<file path="config.mk">
export PLATFORM = sky130hd
export DESIGN_NAME = uirq_ident
export DESIGN_NICKNAME = d
export VERILOG_FILES = /design/src/rtl/uirq_pkg.sv /design/src/rtl/uirq_ctl_state.sv /design/src/rtl/uirq_prio_enc.sv /design/src/rtl/uirq_ident.sv
export SDC_FILE = /design/constraint.sdc
export NUM_CORES = 1
export LEC_CHECK = 0
export CELL_PAD_IN_SITES_DETAIL_PLACEMENT = 0
export CELL_PAD_IN_SITES_GLOBAL_PLACEMENT = 2
export CORE_ASPECT_RATIO = 0.9
export CORE_MARGIN = 4
export CORE_UTILIZATION = 13
export CTS_CLUSTER_SIZE = 12
export DETAILED_ROUTE_END_ITERATION = 7
export PLACE_DENSITY_LB_ADDON = 0.12
export SYNTH_ARGS = -nofsm -noshare
export SYNTH_HDL_FRONTEND = slang
export SYNTH_SLANG_ARGS = --single-unit
</file>
<file path="constraint.sdc">
create_clock -name clk -period 2 [get_ports clk]
set_input_delay 0.3 -clock clk [delete_from_list [all_inputs] [get_ports clk]]
set_output_delay 0.3 -clock clk [all_outputs]
set_load 0.02 [all_outputs]
</file>
<file path="src/rtl/uirq_pkg.sv">
package uirq_pkg;

    localparam int IER_W     = 4;
    localparam int EN_RX     = 0;
    localparam int EN_TXE    = 1;
    localparam int EN_LINE   = 2;
    localparam int EN_MODEM  = 3;

    typedef enum logic [3:0] {
        ID_MODEM   = 4'h0,
        ID_NONE    = 4'h1,
        ID_TXE     = 4'h2,
        ID_RXDATA  = 4'h4,
        ID_LINE    = 4'h6,
        ID_TIMEOUT = 4'hC
    } irq_id_e;

    typedef struct packed {
        logic [IER_W-1:0] ier;
        logic             txe_pend;
    } ctl_state_t;

endpackage

</file>
<file path="src/rtl/uirq_ctl_state.sv">
module uirq_ctl_state
    import uirq_pkg::*;
(
    input  logic             clk,
    input  logic             rst_n,
    input  logic             ier_wr,
    input  logic [7:0]       wr_data,
    input  logic             thr_wr,
    input  logic             iir_rd,
    input  logic             tx_drained,
    input  logic             thre,
    output logic [IER_W-1:0] ier_q,
    output logic             txe_pend_q
);

    ctl_state_t st_d, st_q;
    logic arm_evt;

    always_comb begin
        st_d    = st_q;
        arm_evt = tx_drained || (ier_wr && thre);
        if (ier_wr)
            st_d.ier = wr_data[IER_W-1:0];
        if (iir_rd)
            st_d.txe_pend = 1'b0;
        if (arm_evt)
            st_d.txe_pend = 1'b1;
        if (thr_wr)
            st_d.txe_pend = 1'b0;
    end

    always_ff @(posedge clk or negedge rst_n) begin
        if (!rst_n)
            st_q <= '0;
        else
            st_q <= st_d;
    end

    assign ier_q      = st_q.ier;
    assign txe_pend_q = st_q.txe_pend;

    assert_ier_store_R9: assert property (@(posedge clk) disable iff (!rst_n)
        ier_wr |=> (ier_q == $past(wr_data[IER_W-1:0])));

    assert_thr_write_clears_R5: assert property (@(posedge clk) disable iff (!rst_n)
        thr_wr |=> !txe_pend_q);

    assert_drain_arms_R5: assert property (@(posedge clk) disable iff (!rst_n)
        (tx_drained && !thr_wr) |=> txe_pend_q);

    assert_read_clears_R5: assert property (@(posedge clk) disable iff (!rst_n)
        (iir_rd && !thr_wr && !tx_drained && !(ier_wr && thre)) |=> !txe_pend_q);

endmodule

</file>
<file path="src/rtl/uirq_prio_enc.sv">
module uirq_prio_enc
    import uirq_pkg::*;
#(
    parameter int CNT_W = 5
) (
    input  logic [IER_W-1:0] ier,
    input  logic [3:0]       lsr_err,
    input  logic             data_ready,
    input  logic [CNT_W-1:0] rx_count,
    input  logic [CNT_W-1:0] rx_trig,
    input  logic             timeout_pend,
    input  logic             txe_pend,
    input  logic [3:0]       msr_delta,
    input  logic             fifo_en,
    output irq_id_e          id
);

    logic line_act, tmo_act, rx_act, txe_act, modem_act;

    always_comb begin
        line_act  = ier[EN_LINE] && (|lsr_err);
        tmo_act   = ier[EN_RX] && timeout_pend;
        rx_act    = ier[EN_RX] && data_ready && (!fifo_en || (rx_count >= rx_trig));
        txe_act   = ier[EN_TXE] && txe_pend;
        modem_act = ier[EN_MODEM] && (|msr_delta);

        if (line_act)
            id = ID_LINE;
        else if (tmo_act)
            id = ID_TIMEOUT;
        else if (rx_act)
            id = ID_RXDATA;
        else if (txe_act)
            id = ID_TXE;
        else if (modem_act)
            id = ID_MODEM;
        else
            id = ID_NONE;
    end

endmodule

</file>
<file path="src/rtl/uirq_ident.sv">
module uirq_ident
    import uirq_pkg::*;
#(
    parameter int FIFO_DEPTH = 16,
    parameter int CNT_W      = $clog2(FIFO_DEPTH + 1)
) (
    input  logic             clk,
    input  logic             rst_n,
    input  logic             ier_wr,
    input  logic [7:0]       wr_data,
    input  logic             thr_wr,
    input  logic             iir_rd,
    input  logic             tx_drained,
    input  logic             thre,
    input  logic [3:0]       lsr_err,
    input  logic             data_ready,
    input  logic [CNT_W-1:0] rx_count,
    input  logic [CNT_W-1:0] rx_trig,
    input  logic             timeout_pend,
    input  logic [3:0]       msr_delta,
    input  logic             fifo_en,
    output logic [3:0]       ier,
    output logic [7:0]       iir,
    output logic             irq
);

    logic [IER_W-1:0] ier_q;
    logic             txe_pend_q;
    irq_id_e          id;

    uirq_ctl_state i_state (
        .clk        (clk),
        .rst_n      (rst_n),
        .ier_wr     (ier_wr),
        .wr_data    (wr_data),
        .thr_wr     (thr_wr),
        .iir_rd     (iir_rd),
        .tx_drained (tx_drained),
        .thre       (thre),
        .ier_q      (ier_q),
        .txe_pend_q (txe_pend_q)
    );

    uirq_prio_enc #(.CNT_W(CNT_W)) i_enc (
        .ier          (ier_q),
        .lsr_err      (lsr_err),
        .data_ready   (data_ready),
        .rx_count     (rx_count),
        .rx_trig      (rx_trig),
        .timeout_pend (timeout_pend),
        .txe_pend     (txe_pend_q),
        .msr_delta    (msr_delta),
        .fifo_en      (fifo_en),
        .id           (id)
    );

    always_comb begin
        iir = {{2{fifo_en}}, 2'b00, id};
        irq = (id != ID_NONE);
    end

    assign ier = ier_q;

    assert_line_wins_R2: assert property (@(posedge clk) disable iff (!rst_n)
        (ier[2] && (|lsr_err)) |-> (iir[3:0] == 4'h6));

    assert_timeout_code_R3: assert property (@(posedge clk) disable iff (!rst_n)
        (ier[0] && timeout_pend && !(ier[2] && (|lsr_err))) |-> (iir[3:0] == 4'hC));

    assert_modem_seen_R7: assert property (@(posedge clk) disable iff (!rst_n)
        (ier[3] && (|msr_delta)) |-> irq);

    assert_fifo_bits_R8: assert property (@(posedge clk) disable iff (!rst_n)
        iir[7:4] == (fifo_en ? 4'hC : 4'h0));

    assert_irq_level_R10: assert property (@(posedge clk) disable iff (!rst_n)
        irq == (iir[3:0] != 4'h1));

    assert_quiet_when_disabled_R1: assert property (@(posedge clk) disable iff (!rst_n)
        (ier == 4'h0) |-> (!irq && iir[3:0] == 4'h1));

endmodule

</file>
==> flow_metrics.env <==
export IMPL_outcome="completed"
export IMPL_syn2layout_area_growth_pct=135
export IMPL_die_x_um=70.2
export IMPL_layout_setup_ws_ps=65.7
export IMPL_overflow=0
export IMPL_fin_util_pct=31.7
export IMPL_place_hpwl_um=1250
export IMPL_yosys_area_top_type="dfrtp_1"
export IMPL_yosysMostFrequentCell="inv_1"
export IMPL_drive_gt1_share_pct=45.8
export IMPL_dieArea_mm2=0.00449
export IMPL_die_height_um=64.0
export IMPL_p_total_mw=0.549
export IMPL_numCtsBuffers=3
export IMPL_wl_per_cell_um=10.2
export IMPL_ctsHoldBuffers=0
export IMPL_synth_area_per_cell_um2=9.64
export IMPL_power_density_mw_per_mm2=516
export IMPL_r2r_end="i_state.ier_q[0]"
export IMPL_synth_edf_count=0
export IMPL_first_global_vias=521
export IMPL_start_kind="input pin"
export IMPL_cp_end_kind="output pin"
export IMPL_n_antenna_cell=0
export IMPL_place_area_um2=932
export IMPL_clk_latency_ps=220
export IMPL_synth_distinct_cells=21
export IMPL_maxCapViolCount=0
export IMPL_cts_sinks=5
export IMPL_reg2reg_slack_ps=1090
export IMPL_synth_cells=47
export IMPL_period_needed_ps=1930
export IMPL_hp_class="input pin to asynchronous set/reset pin"
export IMPL_crit_fanout=2
export IMPL_drtAntennaViolNets=0
export IMPL_portBuffers=42
export IMPL_grt_max_degree=6
export IMPL_grt_total_usage_pct=6.26
export IMPL_cts_buffer_depth=2
export IMPL_viasPerCell=3.70
export IMPL_synth_ff_type="dfrtp_1"
export IMPL_slew_viol_final=0
export IMPL_cts_tree="built"
export IMPL_post_place_ws_ps=-829
export IMPL_whs_ps=301
export IMPL_routed_wirelength_um=1430
export IMPL_nets=138
export IMPL_regToRegStartpoint="i_state.ier_q[0]"
export IMPL_initial_core_util_pct=13.5
export IMPL_finalCritPeriodShare_pct=96.7
export IMPL_synth_top_cell_area_share_pct=27.6
export IMPL_antenna_found_initial=0
export IMPL_fmax_mhz=517
export IMPL_ys_seq_area_share_pct=27.6
export IMPL_grt_pass1_wl_um=2190
export IMPL_syn_area_um2=453
export IMPL_worst_setup_path_type="input pin to output pin"
export IMPL_htreeDepth=1
export IMPL_required_ps=1700
export IMPL_finalInstanceArea_mm2=0.00106
export IMPL_ir_worst_vdd_v=0.000153
export IMPL_cts_root_buf="clkbuf_8"
export IMPL_drt_iter0_drc=7
export IMPL_fillers=372
export IMPL_dr_pass1_iters=2
export IMPL_num_vias=518
export IMPL_async_flop_share_pct=100
export IMPL_crit_arrival_ps=1630
export IMPL_fin_worst_skew_ps=0
export IMPL_yosysWarnings=0
export IMPL_ys_top_cells_by_count="inv_1, dfrtp_1, ha_1, nand2_1"
export IMPL_synth_area_top_cells="dfrtp_1, ha_1, mux2_2, buf_4, inv_1"
export IMPL_rr_worst_depth=2
export IMPL_p_leak_nw=0.457
export IMPL_place_congestion=0.697
export IMPL_io_pins=49
export IMPL_core_mm2=0.00335
export IMPL_setup_viol=0
export IMPL_path_clk_slew_ps=40
export IMPL_drc=0
export IMPL_fp_row_count=20
export IMPL_ys_seq_elements=5
export IMPL_final_hold_violation_count=0
-- cell usage in the layout (no fill, tap or decap) --
master and instances:
a21oi_4 1, a221oi_1 1, a311oi_4 1, a31o_2 1
a31oi_4 1, and2_1 2, and3_4 1, and4_1 1
buf_2 3, buf_4 7, buf_6 1, clkbuf_2 6
clkbuf_8 3, clkdlybuf4s15_1 3, clkdlybuf4s50_1 26, clkinv_2 1
conb_1 2, dfrtp_1 5, dlygate4sd2_1 1, dlymetal6s2s_1 1
ha_1 1, ha_4 4, inv_1 4, inv_2 4
mux2_2 4, nand2_1 3, nand2_2 2, nand4_1 1
nor2_1 1, nor2b_4 1, o21ai_4 1, o41ai_2 1
o41ai_4 1
-- critical path, cell delays in order --
cell and delay [ps]:
clkdlybuf4s50_1 440, o41ai_4 350, buf_4 160, inv_1 30, a31o_2 200, buf_2 150
-- how the worst max path moves through the flow --
stage	startpoint	to	slack, ps	cells past startpoint
floorplan	rx_trig[2]	iir[0]	260	6
global placement	rx_trig[2]	iir[0]	-810	8
detailed placement	rx_count[0]	iir[0]	-830	8
CTS	rx_count[3]	irq	4	7
global route	rx_trig[1]	irq	-6	9
finish	lsr_err[2]	iir[1]	70	6
-- area by class of cell --
cell class | count | area [um2] | share of cell area [%]
clock buffers | 3 | 41.3 | 3.88
clock inverters | 1 | 5.00 | 0.471
inverters | 8 | 30.0 | 2.82
multi-input cells | 31 | 387 | 36.4
flip-flops and latches | 5 | 125 | 11.8
well taps | 44 | 55.1 | 5.18
repair buffers | 48 | 420 | 39.5
-- where the power goes --
group	internal [mW]	switching, mW
registers	0.111	0.00994
logic	0.138	0.101
clock network	0.134	0.0543
-- through the flow --
step / TNS [ps] / std cells
global placement: -3200 / 134
finish: 0 / 140
detailed placement: -3230 / 134
floorplan: 0 / 48
CTS: 0 / 139
global route: -6.13 / 140
-- metal layers --
metal	track usage (%)	vias to the layer above	routed length, um
met2	10.3	17	784
met1	6.59	241	516
met5	0	-	0
li1	-	257	-
met4	4.31	0	21
met3	2.36	3	107
-- sequential cells by signal, summed over array words and instances (netlist names) --
signal              cells
i_state.ier_q           4
i_state.txe_pend_q      1
-- kinds of logic (layout without fill, tap and decap cells) --
family                   count (synthesis)  in the layout  synth area share, %
flip-flops                               5              5                 27.6
AND/OR/NAND/NOR                         12             12                 14.9
adder cells (fa/ha/maj)                  5              5                 13.8
multiplexers                             4              4                 9.94
buffers and inverters                   12             60                 13.3
other                                    1              2                0.828
AO/OA/AOI/OAI                            8              8                 19.6
-- repair_timing --
item                       in CTS  in global routing
gates cloned                    0                  0
setup endpoints to repair       5                  5
pin swaps                      11                 11
setup buffers                   1                  1
gates resized for setup        41                 28
Note: power is estimated with default switching activity, not from simulation.
